[src/rtl/i2cpre_pkg.sv]
package i2cpre_pkg;
  localparam int M_W        = 4;
  localparam int N_W        = 3;
  localparam int CFG_W      = M_W + N_W;
  localparam int NUM_PHASES = 10;
  localparam int PH_W       = $clog2(NUM_PHASES);
  localparam int LOW_PHASES = 5;
  localparam int UPD_PHASE  = 2;
  localparam int SMP_PHASE  = 7;

  // Field layout: M in the upper bits, N in the lower bits.
  typedef struct packed {
    logic [M_W-1:0] lin;
    logic [N_W-1:0] pow;
  } div_word_t;
endpackage

[src/rtl/i2cpre_cfg_hold.sv]
module i2cpre_cfg_hold
  import i2cpre_pkg::*;
(
  input  logic             clk_i,
  input  logic             rst_ni,
  input  logic             soft_rst_i,
  input  logic             enable_i,
  input  logic             wr_i,
  input  logic [CFG_W-1:0] wdata_i,
  input  logic             boundary_i,
  output div_word_t        active_o
);
  div_word_t pend_q, act_q;

  // Pending word takes every write; active word follows only at a bit
  // boundary or while the counters are idle.
  always_ff @(posedge clk_i or negedge rst_ni) begin
    if (!rst_ni) begin
      pend_q <= '0;
      act_q  <= '0;
    end else if (soft_rst_i) begin
      pend_q <= '0;
      act_q  <= '0;
    end else begin
      if (wr_i) pend_q <= div_word_t'(wdata_i);
      if (!enable_i || boundary_i) act_q <= pend_q;
    end
  end

  assign active_o = act_q;
endmodule

[src/rtl/i2cpre_lin_stage.sv]
module i2cpre_lin_stage #(
  parameter int M_W = 4
) (
  input  logic           clk_i,
  input  logic           rst_ni,
  input  logic           run_i,
  input  logic [M_W-1:0] lim_i,
  output logic           wrap_o
);
  logic [M_W-1:0] cnt_q;

  assign wrap_o = run_i && (cnt_q == lim_i);

  always_ff @(posedge clk_i or negedge rst_ni) begin
    if (!rst_ni)      cnt_q <= '0;
    else if (!run_i)  cnt_q <= '0;
    else if (wrap_o)  cnt_q <= '0;
    else              cnt_q <= cnt_q + 1'b1;
  end
endmodule

[src/rtl/i2cpre_bin_stage.sv]
module i2cpre_bin_stage #(
  parameter int N_W   = 3,
  localparam int BIN_W = 1 << N_W
) (
  input  logic           clk_i,
  input  logic           rst_ni,
  input  logic           run_i,
  input  logic           step_i,
  input  logic           restart_i,
  input  logic [N_W-1:0] pow_i,
  output logic           tick_o
);
  logic [BIN_W-1:0] cnt_q;
  logic [BIN_W-1:0] low_mask;

  // Bits 0..N form the window whose all-ones state ends a tick period.
  for (genvar i = 0; i < BIN_W; i++) begin : g_mask
    assign low_mask[i] = (N_W'(i) <= pow_i);
  end

  assign tick_o = step_i && ((cnt_q | ~low_mask) == '1);

  always_ff @(posedge clk_i or negedge rst_ni) begin
    if (!rst_ni)        cnt_q <= '0;
    else if (!run_i)    cnt_q <= '0;
    else if (restart_i) cnt_q <= '0;
    else if (step_i)    cnt_q <= cnt_q + 1'b1;
  end
endmodule

[src/rtl/i2cpre_phase_seq.sv]
module i2cpre_phase_seq #(
  parameter int NUM_PHASES = 10,
  parameter int LOW_PHASES = 5,
  parameter int UPD_PHASE  = 2,
  parameter int SMP_PHASE  = 7,
  localparam int PH_W      = $clog2(NUM_PHASES)
) (
  input  logic            clk_i,
  input  logic            rst_ni,
  input  logic            run_i,
  input  logic            tick_i,
  output logic [PH_W-1:0] phase_o,
  output logic            scl_low_o,
  output logic            upd_o,
  output logic            smp_o,
  output logic            last_o
);
  localparam logic [PH_W-1:0] LAST_PH = PH_W'(NUM_PHASES - 1);
  localparam logic [PH_W-1:0] PRE_UPD = PH_W'(UPD_PHASE - 1);
  localparam logic [PH_W-1:0] PRE_SMP = PH_W'(SMP_PHASE - 1);
  localparam logic [PH_W-1:0] LOW_END = PH_W'(LOW_PHASES);

  logic [PH_W-1:0] ph_q;

  always_ff @(posedge clk_i or negedge rst_ni) begin
    if (!rst_ni)          ph_q <= '0;
    else if (!run_i)      ph_q <= '0;
    else if (tick_i) begin
      if (ph_q == LAST_PH) ph_q <= '0;
      else                 ph_q <= ph_q + 1'b1;
    end
  end

  assign phase_o   = ph_q;
  assign scl_low_o = run_i && (ph_q < LOW_END);
  assign upd_o     = tick_i && (ph_q == PRE_UPD);
  assign smp_o     = tick_i && (ph_q == PRE_SMP);
  assign last_o    = tick_i && (ph_q == LAST_PH);
endmodule

[src/rtl/i2c_bitclk_prescaler.sv]
module i2c_bitclk_prescaler
  import i2cpre_pkg::*;
(
  input  logic             clk_i,
  input  logic             rst_ni,
  input  logic             enable_i,
  input  logic             soft_rst_i,
  input  logic             cfg_we_i,
  input  logic [CFG_W-1:0] cfg_wdata_i,
  output logic             tick_o,
  output logic [PH_W-1:0]  phase_o,
  output logic             scl_low_o,
  output logic             sda_upd_o,
  output logic             sda_smp_o,
  output logic             bit_end_o
);
  logic      run;
  logic      lin_wrap;
  logic      tick;
  logic      bit_end;
  div_word_t div_act;

  assign run = enable_i && !soft_rst_i;

  i2cpre_cfg_hold u_cfg (
    .clk_i      (clk_i),
    .rst_ni     (rst_ni),
    .soft_rst_i (soft_rst_i),
    .enable_i   (enable_i),
    .wr_i       (cfg_we_i),
    .wdata_i    (cfg_wdata_i),
    .boundary_i (bit_end),
    .active_o   (div_act)
  );

  i2cpre_lin_stage #(.M_W(M_W)) u_lin (
    .clk_i  (clk_i),
    .rst_ni (rst_ni),
    .run_i  (run),
    .lim_i  (div_act.lin),
    .wrap_o (lin_wrap)
  );

  i2cpre_bin_stage #(.N_W(N_W)) u_bin (
    .clk_i     (clk_i),
    .rst_ni    (rst_ni),
    .run_i     (run),
    .step_i    (lin_wrap),
    .restart_i (bit_end),
    .pow_i     (div_act.pow),
    .tick_o    (tick)
  );

  i2cpre_phase_seq #(
    .NUM_PHASES (NUM_PHASES),
    .LOW_PHASES (LOW_PHASES),
    .UPD_PHASE  (UPD_PHASE),
    .SMP_PHASE  (SMP_PHASE)
  ) u_seq (
    .clk_i     (clk_i),
    .rst_ni    (rst_ni),
    .run_i     (run),
    .tick_i    (tick),
    .phase_o   (phase_o),
    .scl_low_o (scl_low_o),
    .upd_o     (sda_upd_o),
    .smp_o     (sda_smp_o),
    .last_o    (bit_end)
  );

  assign tick_o    = tick;
  assign bit_end_o = bit_end;
endmodule

[config.mk]
export PLATFORM = sky130hd
export DESIGN_NAME = i2c_bitclk_prescaler
export DESIGN_NICKNAME = d
export VERILOG_FILES = /design/src/rtl/i2cpre_pkg.sv /design/src/rtl/i2cpre_cfg_hold.sv /design/src/rtl/i2cpre_lin_stage.sv /design/src/rtl/i2cpre_bin_stage.sv /design/src/rtl/i2cpre_phase_seq.sv /design/src/rtl/i2c_bitclk_prescaler.sv
export SDC_FILE = /design/constraint.sdc
export NUM_CORES = 1
export LEC_CHECK = 0
export ABC_AREA = 1
export BUFFER_PORTS_ARGS = -buffer_cell sky130_fd_sc_hd__buf_2
export CELL_PAD_IN_SITES_DETAIL_PLACEMENT = 2
export CELL_PAD_IN_SITES_GLOBAL_PLACEMENT = 2
export CORE_MARGIN = 2
export CORE_UTILIZATION = 33
export DETAILED_ROUTE_END_ITERATION = 12
export PLACE_DENSITY_LB_ADDON = 0.1
export SYNTH_ARGS = -nofsm -noshare
export SYNTH_HDL_FRONTEND = slang
export SYNTH_SLANG_ARGS = --single-unit
[constraint.sdc]
create_clock -name clk_i -period 1.5 [get_ports clk_i]
set_input_delay 0.3 -clock clk_i [delete_from_list [all_inputs] [get_ports clk_i]]
set_output_delay 0.3 -clock clk_i [all_outputs]
set_load 0.01 [all_outputs]
==> results.ini, run 1 <==
[status]
status=complete, but fails checks
violations=setup timing

[global_routing]
grt_pass1_vias=1980
grt_pass1_wl_mm=10.7
grt_usage_pct=26.5
grt_overflow=0
antenna_found_initial=0
grt_max_degree=18

[worst_hold_path]
worst_hold_startpoint=cfg_wdata_i[1]
min_path_type=in2reg
min_path_cells=3
min_to=u_cfg.pend_q[1]

[setup_path]
cp-start-kind=flop
r2r_end=u_seq.phase_o[3]
worstRegToRegCells=12
critPathArrivalTime_ns=1.81
worst-r2r-setup-slack_ns=-0.40
cp_max_fo=4
cp-end-kind=primary output
worstPathRequired_ns=1.20
worstSetupPathType=reg2out
r2r_start=u_cfg.active_o[1]

[clock_network]
tritoncts=done
clock-sinks=30
clockBufferDepth=2
clk_pin_slew_worst_paths_ns=0.07
htree_num_levels=2
insertion_delay_ns=0.29
cts_buffers=5
cts_root_buf=clkbuf_8

[pwr]
power.density_mw_per_mm2=782
vdd_drop_max_v=0.000489
leakage_nw=1.24

[synth]
synth_commonest_cells=nand2_1 (52), inv_1 (33), dfrtp_1 (30)
ys_ff_latch=30
ys_warn_count=0
synth_fa_ha_area_share_pct=1.50
seq_area_frac_synth_pct=44.9
synth_top_family_by_area=simple AND/OR/NAND/NOR gates
ys_top_cells_by_area=dfrtp_1 (45%), nand2_1 (12%), inv_1 (7.4%)
ys_types=29
synth_compound_area_share_pct=6.36
synth_ff_type=dfrtp_1
synth_xor_area_share_pct=3.67
synth_top_area_share_pct=44.9
async_reset_ff_share_pct=100
postSynthCellCount=215
synth_area_mm2=0.00167
synth_mux_area_share_pct=0
synth_edf_count=0
synthesis.nets=229
synth_area_per_cell_um2=7.77
yosysTopAreaCell=dfrtp_1
post-synth-top-count-cell=nand2_1
synth-simple-area-share_pct=32.3

[floorplan]
dieArea_mm2=0.00565
ioPinCount=21
die_h_um=75.2
core_area_mm2=0.00482
rows=25
die_x_um=75.2
start_util_pct=34.7

[cells_and_area]
register_area_um2=751
design_area_mm2=0.00247
diodes=0
nFillCells=521
area_growth_pct=47.7
nets=296
fin_cells=349
multi_input_area_um2=908
drive_gt1_share_pct=41.8

[detailed_routing]
drtAntennaViolNets=0
via_per_inst=4.91
drt_pass1_iterations=4
first_iter_violations=63
totalWireLength_mm=7.45
drc=0
vias=1713
wl_per_cell_um=21.4

[job]
maxCapViolCount=0

[timing]
tightest_slew_ns=0.401
skew_ns=0.00891
final.min_clock_period_ns=2.11
final.setup.worst_slack_ns=-0.607
finalHoldViolations=0
final.period_utilization_pct=140
clock.fmax_mhz=475
setup_viol=23
relSlewSlack_pct=73.2
rsz0062_at_grt=yes
slew_violations=0
whs_ns=0.269

[placed_design]
dpl-instance-area_mm2=0.00211
dp.cells=335
portBuffers=20
dpl.hpwl_mm=4.22
place_congestion=0.802

==> state kept, by name, summed over array words and instances (netlist names) <==
| name | flops |
|---|---|
| u_cfg.active_o | 7 |
| u_bin.cnt_q | 8 |
| u_lin.cnt_q | 4 |
| u_seq.phase_o | 4 |
| u_cfg.pend_q | 7 |
==> worst max-delay path by stage <==
| stage | startpoint | to | slack, ns |
|---|---|---|---|
| after floorplan | u_cfg.active_o[1] | sda_smp_o | -0.06 |
| after global placement | u_cfg.active_o[5] | sda_smp_o | -0.13 |
| after detailed placement | u_cfg.active_o[1] | sda_smp_o | -0.26 |
| after CTS | u_cfg.active_o[0] | sda_smp_o | -0.51 |
| after global routing | u_cfg.active_o[1] | sda_smp_o | -0.69 |
| final | u_cfg.active_o[1] | sda_smp_o | -0.61 |
==> stage by stage <==
step	power [mW]	setup slack [ns]	utilization (%)	TNS, ns
global placement	1.16	-0.127	43.9	-0.294
finish	1.93	-0.607	51.2	-8.86
detailed placement	1.18	-0.258	43.9	-1.92
CTS	1.85	-0.511	48.1	-5.10
floorplan	1.03	-0.0577	-	-0.0577
global route	2.01	-0.691	51.2	-10.66
==> timing repair <==
item,CTS,global route
setup buffers,4,2
cloned,1,0
hold buffers,1,0
pin swaps,5,13
setup endpoints to repair,27,28
endpoints found under the hold margin,13,0
resized for setup,23,38
==> area by class of cell <==
class,instances,share of cell area [%]
Multi-Input combinational cell,144,36.8
Sequential cell,30,30.4
Timing Repair Buffer,63,19.8
Inverter,38,6.39
Tap cell,67,3.40
Clock buffer,5,2.79
Clock inverter,2,0.405
==> routing by layer <==
metal / vias up / share of wire, % / global-route usage, %
li1: 795 / - / -
met1: 870 / 41 / 30.3
met3: 14 / 2.2 / 4.82
met5: - / 0 / 0
met4: 0 / 2.7 / 9.36
met2: 34 / 54 / 49.0
==> power breakdown <==
| part | internal [mW] | total [mW] | switching (mW) |
|---|---|---|---|
| clock | 0.311 | 0.647 | 0.336 |
| combinational | 0.166 | 0.415 | 0.249 |
| sequential | 0.841 | 0.870 | 0.0294 |
==> worst max-delay path, cell delays in order (launching register included) <==
cell and delay (ns):
dfrtp_1 0.42, inv_2 0.11, buf_4 0.13, a21oi_1 0.06, or2_1 0.24, nand2_2 0.08, nand3_4 0.11, inv_2 0.10
nand2_2 0.06, nor2_2 0.07, buf_2 0.13
==> placed cells by master, fill, tap and decap left out, types with 4 or more instances in the layout <==
cell type  instances
buf_6              9
o21ai_0            7
nand3_1           16
nand2_1           37
nor2_1            20
clkbuf_8           5
buf_4             33
buf_2             18
inv_1             28
dfrtp_1           30
nand2_4            5
nand3_4            5
nand2_2           14
o21ai_1            4
inv_2              7
xor2_1             4
nor2_2             5
nand4_1            5
==> cells by family (layout without fill, tap and decap cells) <==
logic type	after synthesis	in the layout
adders and majority gates	2	2
and+or+nand+nor	116	117
xor gates and xnor gates	7	7
AOI/OAI and AO/OA	18	18
buffers and inverters	42	108
DFF	30	30
No activity file was read; power rests on OpenSTA's default activity.
==> run 2, diff against run 1 <==
Settings changed: SYNTH_HIERARCHICAL set to 1.
==> results.ini, run 2 <==
[status]
status=complete, but fails checks
violations=setup timing

[cells_and_area]
area_growth_pct=59.0
post-route-util_pct=53.4
fin_cells=377
register_area_um2=752
nets=320
final_cell_mix=buf_4 (49), nand2_1 (44), dfrtp_1 (29)
multi_input_area_mm2=0.00102
regMostFlops=u_bin/cnt_q
largest_reg_flops=8
layout_commonest_cell=buf_4
drive_gt1_share_pct=51.5
diodes=0
nFillCells=533

[global_routing]
grt_usage_pct=32.3
grt_max_degree=31
grt_pass1_wl_mm=12.8
antenna_found_initial=0
grt_pass1_vias=2258
grt_overflow=0

[synth]
synth_fa_ha_area_share_pct=1.48
synth_edf_count=0
ys_warn_count=6
synth_xor_area_share_pct=0.517
synth-simple-area-share_pct=37.5
synth_commonest_cells=nand2_1 (60), dfrtp_1 (30), inv_1 (30)
postSynthCellCount=227
synth_compound_area_share_pct=5.54
ys_top_cells_by_area=dfrtp_1 (44%), nand2_1 (13%), nand3_1 (7.1%)
post-synth-top-count-cell=nand2_1
yosysTopAreaCell=dfrtp_1
synth_top_area_share_pct=44.3
synth_area_mm2=0.00169
ys_types=24
async_reset_ff_share_pct=100
synth_top_family_by_area=simple AND/OR/NAND/NOR gates
seq_area_frac_synth_pct=44.3
synth_area_per_cell_um2=7.46
synth_mux_area_share_pct=0
synthesis.nets=241
synth_ff_type=dfrtp_1
ys_ff_latch=30

[floorplan]
dieArea_mm2=0.00572
die_x_um=75.6
rows=26
core_area_mm2=0.00504
start_util_pct=33.6
die_h_um=75.6
ioPinCount=21

[detailed_routing]
wl_per_cell_um=26.4
drt_pass1_iterations=4
drtAntennaViolNets=0
totalWireLength_mm=9.96
via_per_inst=5.34
first_iter_violations=104
vias=2012
drc=0

[placed_design]
dpl.hpwl_mm=4.34
portBuffers=20
dp.cells=353
place_congestion=0.738

[setup_path]
cpMaxStageDelayCell=dfrtp_1
worst-r2r-setup-slack_ns=-0.86
r2r_end=u_bin/cnt_q[4]
cp_num_buf_inv=6
path_cells=nand2_2 > nand2_1 > nor2_2 > nand3_2 > inv_2 > nand2_4 > a21oi_4 > nand2_2 > nor2_4 > nand3_4 > inv_4 > buf_6 > inv_4 > nand2_8 > inv_6 > o21ai_2 > o21ai_1 > nand2_1 > inv_1
r2r_start=u_cfg/active_o[3]
worstSetupPathType=reg2reg
crit_family=simple AND/OR/NAND/NOR gates
cp-start-kind=flop
cp-end-kind=flop
cpPeakStageDelay_ns=0.44
worstPathRequired_ns=1.69
worstRegToRegCells=19
crit_path_start=u_cfg/active_o[3]
critPathArrivalTime_ns=2.54
cp_max_fo=5

[timing]
final.min_clock_period_ns=2.36
setup_viol=24
rsz0062_at_grt=yes
clock.fmax_mhz=424
final.setup.worst_slack_ns=-0.859
skew_ns=0.00556
relSlewSlack_pct=71.3
finalHoldViolations=0
slew_violations=0
final.period_utilization_pct=157
final.setup.tns_ns=-17.41
tightest_slew_ns=0.429

[clock_network]
cts_root_buf=clkbuf_8
clock-sinks=30
cts_buffers=5
tritoncts=done
htree_num_levels=2
hold_buffers=0
clockBufferDepth=2
clk_pin_slew_worst_paths_ns=0.07
insertion_delay_ns=0.29

[pwr]
vdd_drop_max_v=0.000725
leakage_nw=1.36
power.density_mw_per_mm2=690
power.total_mw=1.86

[job]
maxCapViolCount=0

[worst_hold_path]
min_path_type=in2async

## run 2: cell count changes after synthesis, sizes merged, moves of 2 or more
cell   change
xor2       -4
a21oi      +6
buf        +2
xnor2      -2
nor2       +4
nand4      +5
nand2      +8
o21ai      -6
nand3      +3
## run 2: layer usage
layer | GRT usage [%] | share of wire, %
met3 | 7.28 | 3.4
met4 | 17.5 | 4.7
met1 | 33.1 | 38
met2 | 60.2 | 54
met5 | 0 | 0
## run 2: cells by family after synthesis
logic type               after synthesis
AO/OA/AOI/OAI                         17
XOR/XNOR                               1
adder cells (fa/ha/maj)                2
buffers and inverters                 41
flip-flops                            30
AND/OR/NAND/NOR                      136
## run 2: area by class of cell
| type | count | area share [%] |
|---|---|---|
| multi-input combinational | 156 | 37.9 |
| sequential | 30 | 27.9 |
| timing repair buffer | 77 | 21.8 |
| inverter | 36 | 5.76 |
| tap | 70 | 3.25 |
| clock buffer | 7 | 3.21 |
| clock inverter | 1 | 0.186 |
## run 2: worst max-delay path by stage
stage	endpoint	depth (start not counted)	slack, ns
final	u_bin/cnt_q[4]	19	-0.86
after floorplan	u_bin/cnt_q[4]	18	-0.46
after global placement	u_bin/cnt_q[4]	19	-0.44
after global routing	u_bin/cnt_q[4]	20	-0.97
after detailed placement	u_bin/cnt_q[4]	19	-0.57
after CTS	bit_end_o	13	-0.69
## run 2: repair_timing
action | CTS | global route
setup buffers | 17 | 9
gates resized for setup | 32 | 33
setup endpoints to repair | 23 | 27
pin swaps | 8 | 17
## run 2: worst reg2reg max path, cell delays in order (launching register included)
cell	delay [ns]
dfrtp_1	0.44
nand2_2	0.11
nand2_1	0.06
nor2_2	0.16
nand3_2	0.13
inv_2	0.12
nand2_4	0.07
a21oi_4	0.12
nand2_2	0.08
nor2_4	0.18
nand3_4	0.13
inv_4	0.08
buf_6	0.11
inv_4	0.05
nand2_8	0.09
inv_6	0.05
o21ai_2	0.07
o21ai_1	0.11
nand2_1	0.08
inv_1	0.04
## run 2: where the power goes
group | total (mW) | internal [mW] | switching [mW]
sequential | 0.852 | 0.828 | 0.0244
clock | 0.715 | 0.371 | 0.345
combinational | 0.289 | 0.112 | 0.177
## run 2: metrics by stage
stage | worst slack (ns) | area (µm²) | hold WS [ns]
2_1_floorplan | -0.461 | 1800 | 0.00441
3_3_place_gp | -0.443 | 2260 | 0.347
3_5_place_dp | -0.567 | 2260 | 0.350
4_1_cts | -0.689 | 2580 | 0.0383
5_1_grt | -0.966 | 2690 | 0.0537
6_report | -0.859 | 2690 | 0.0263
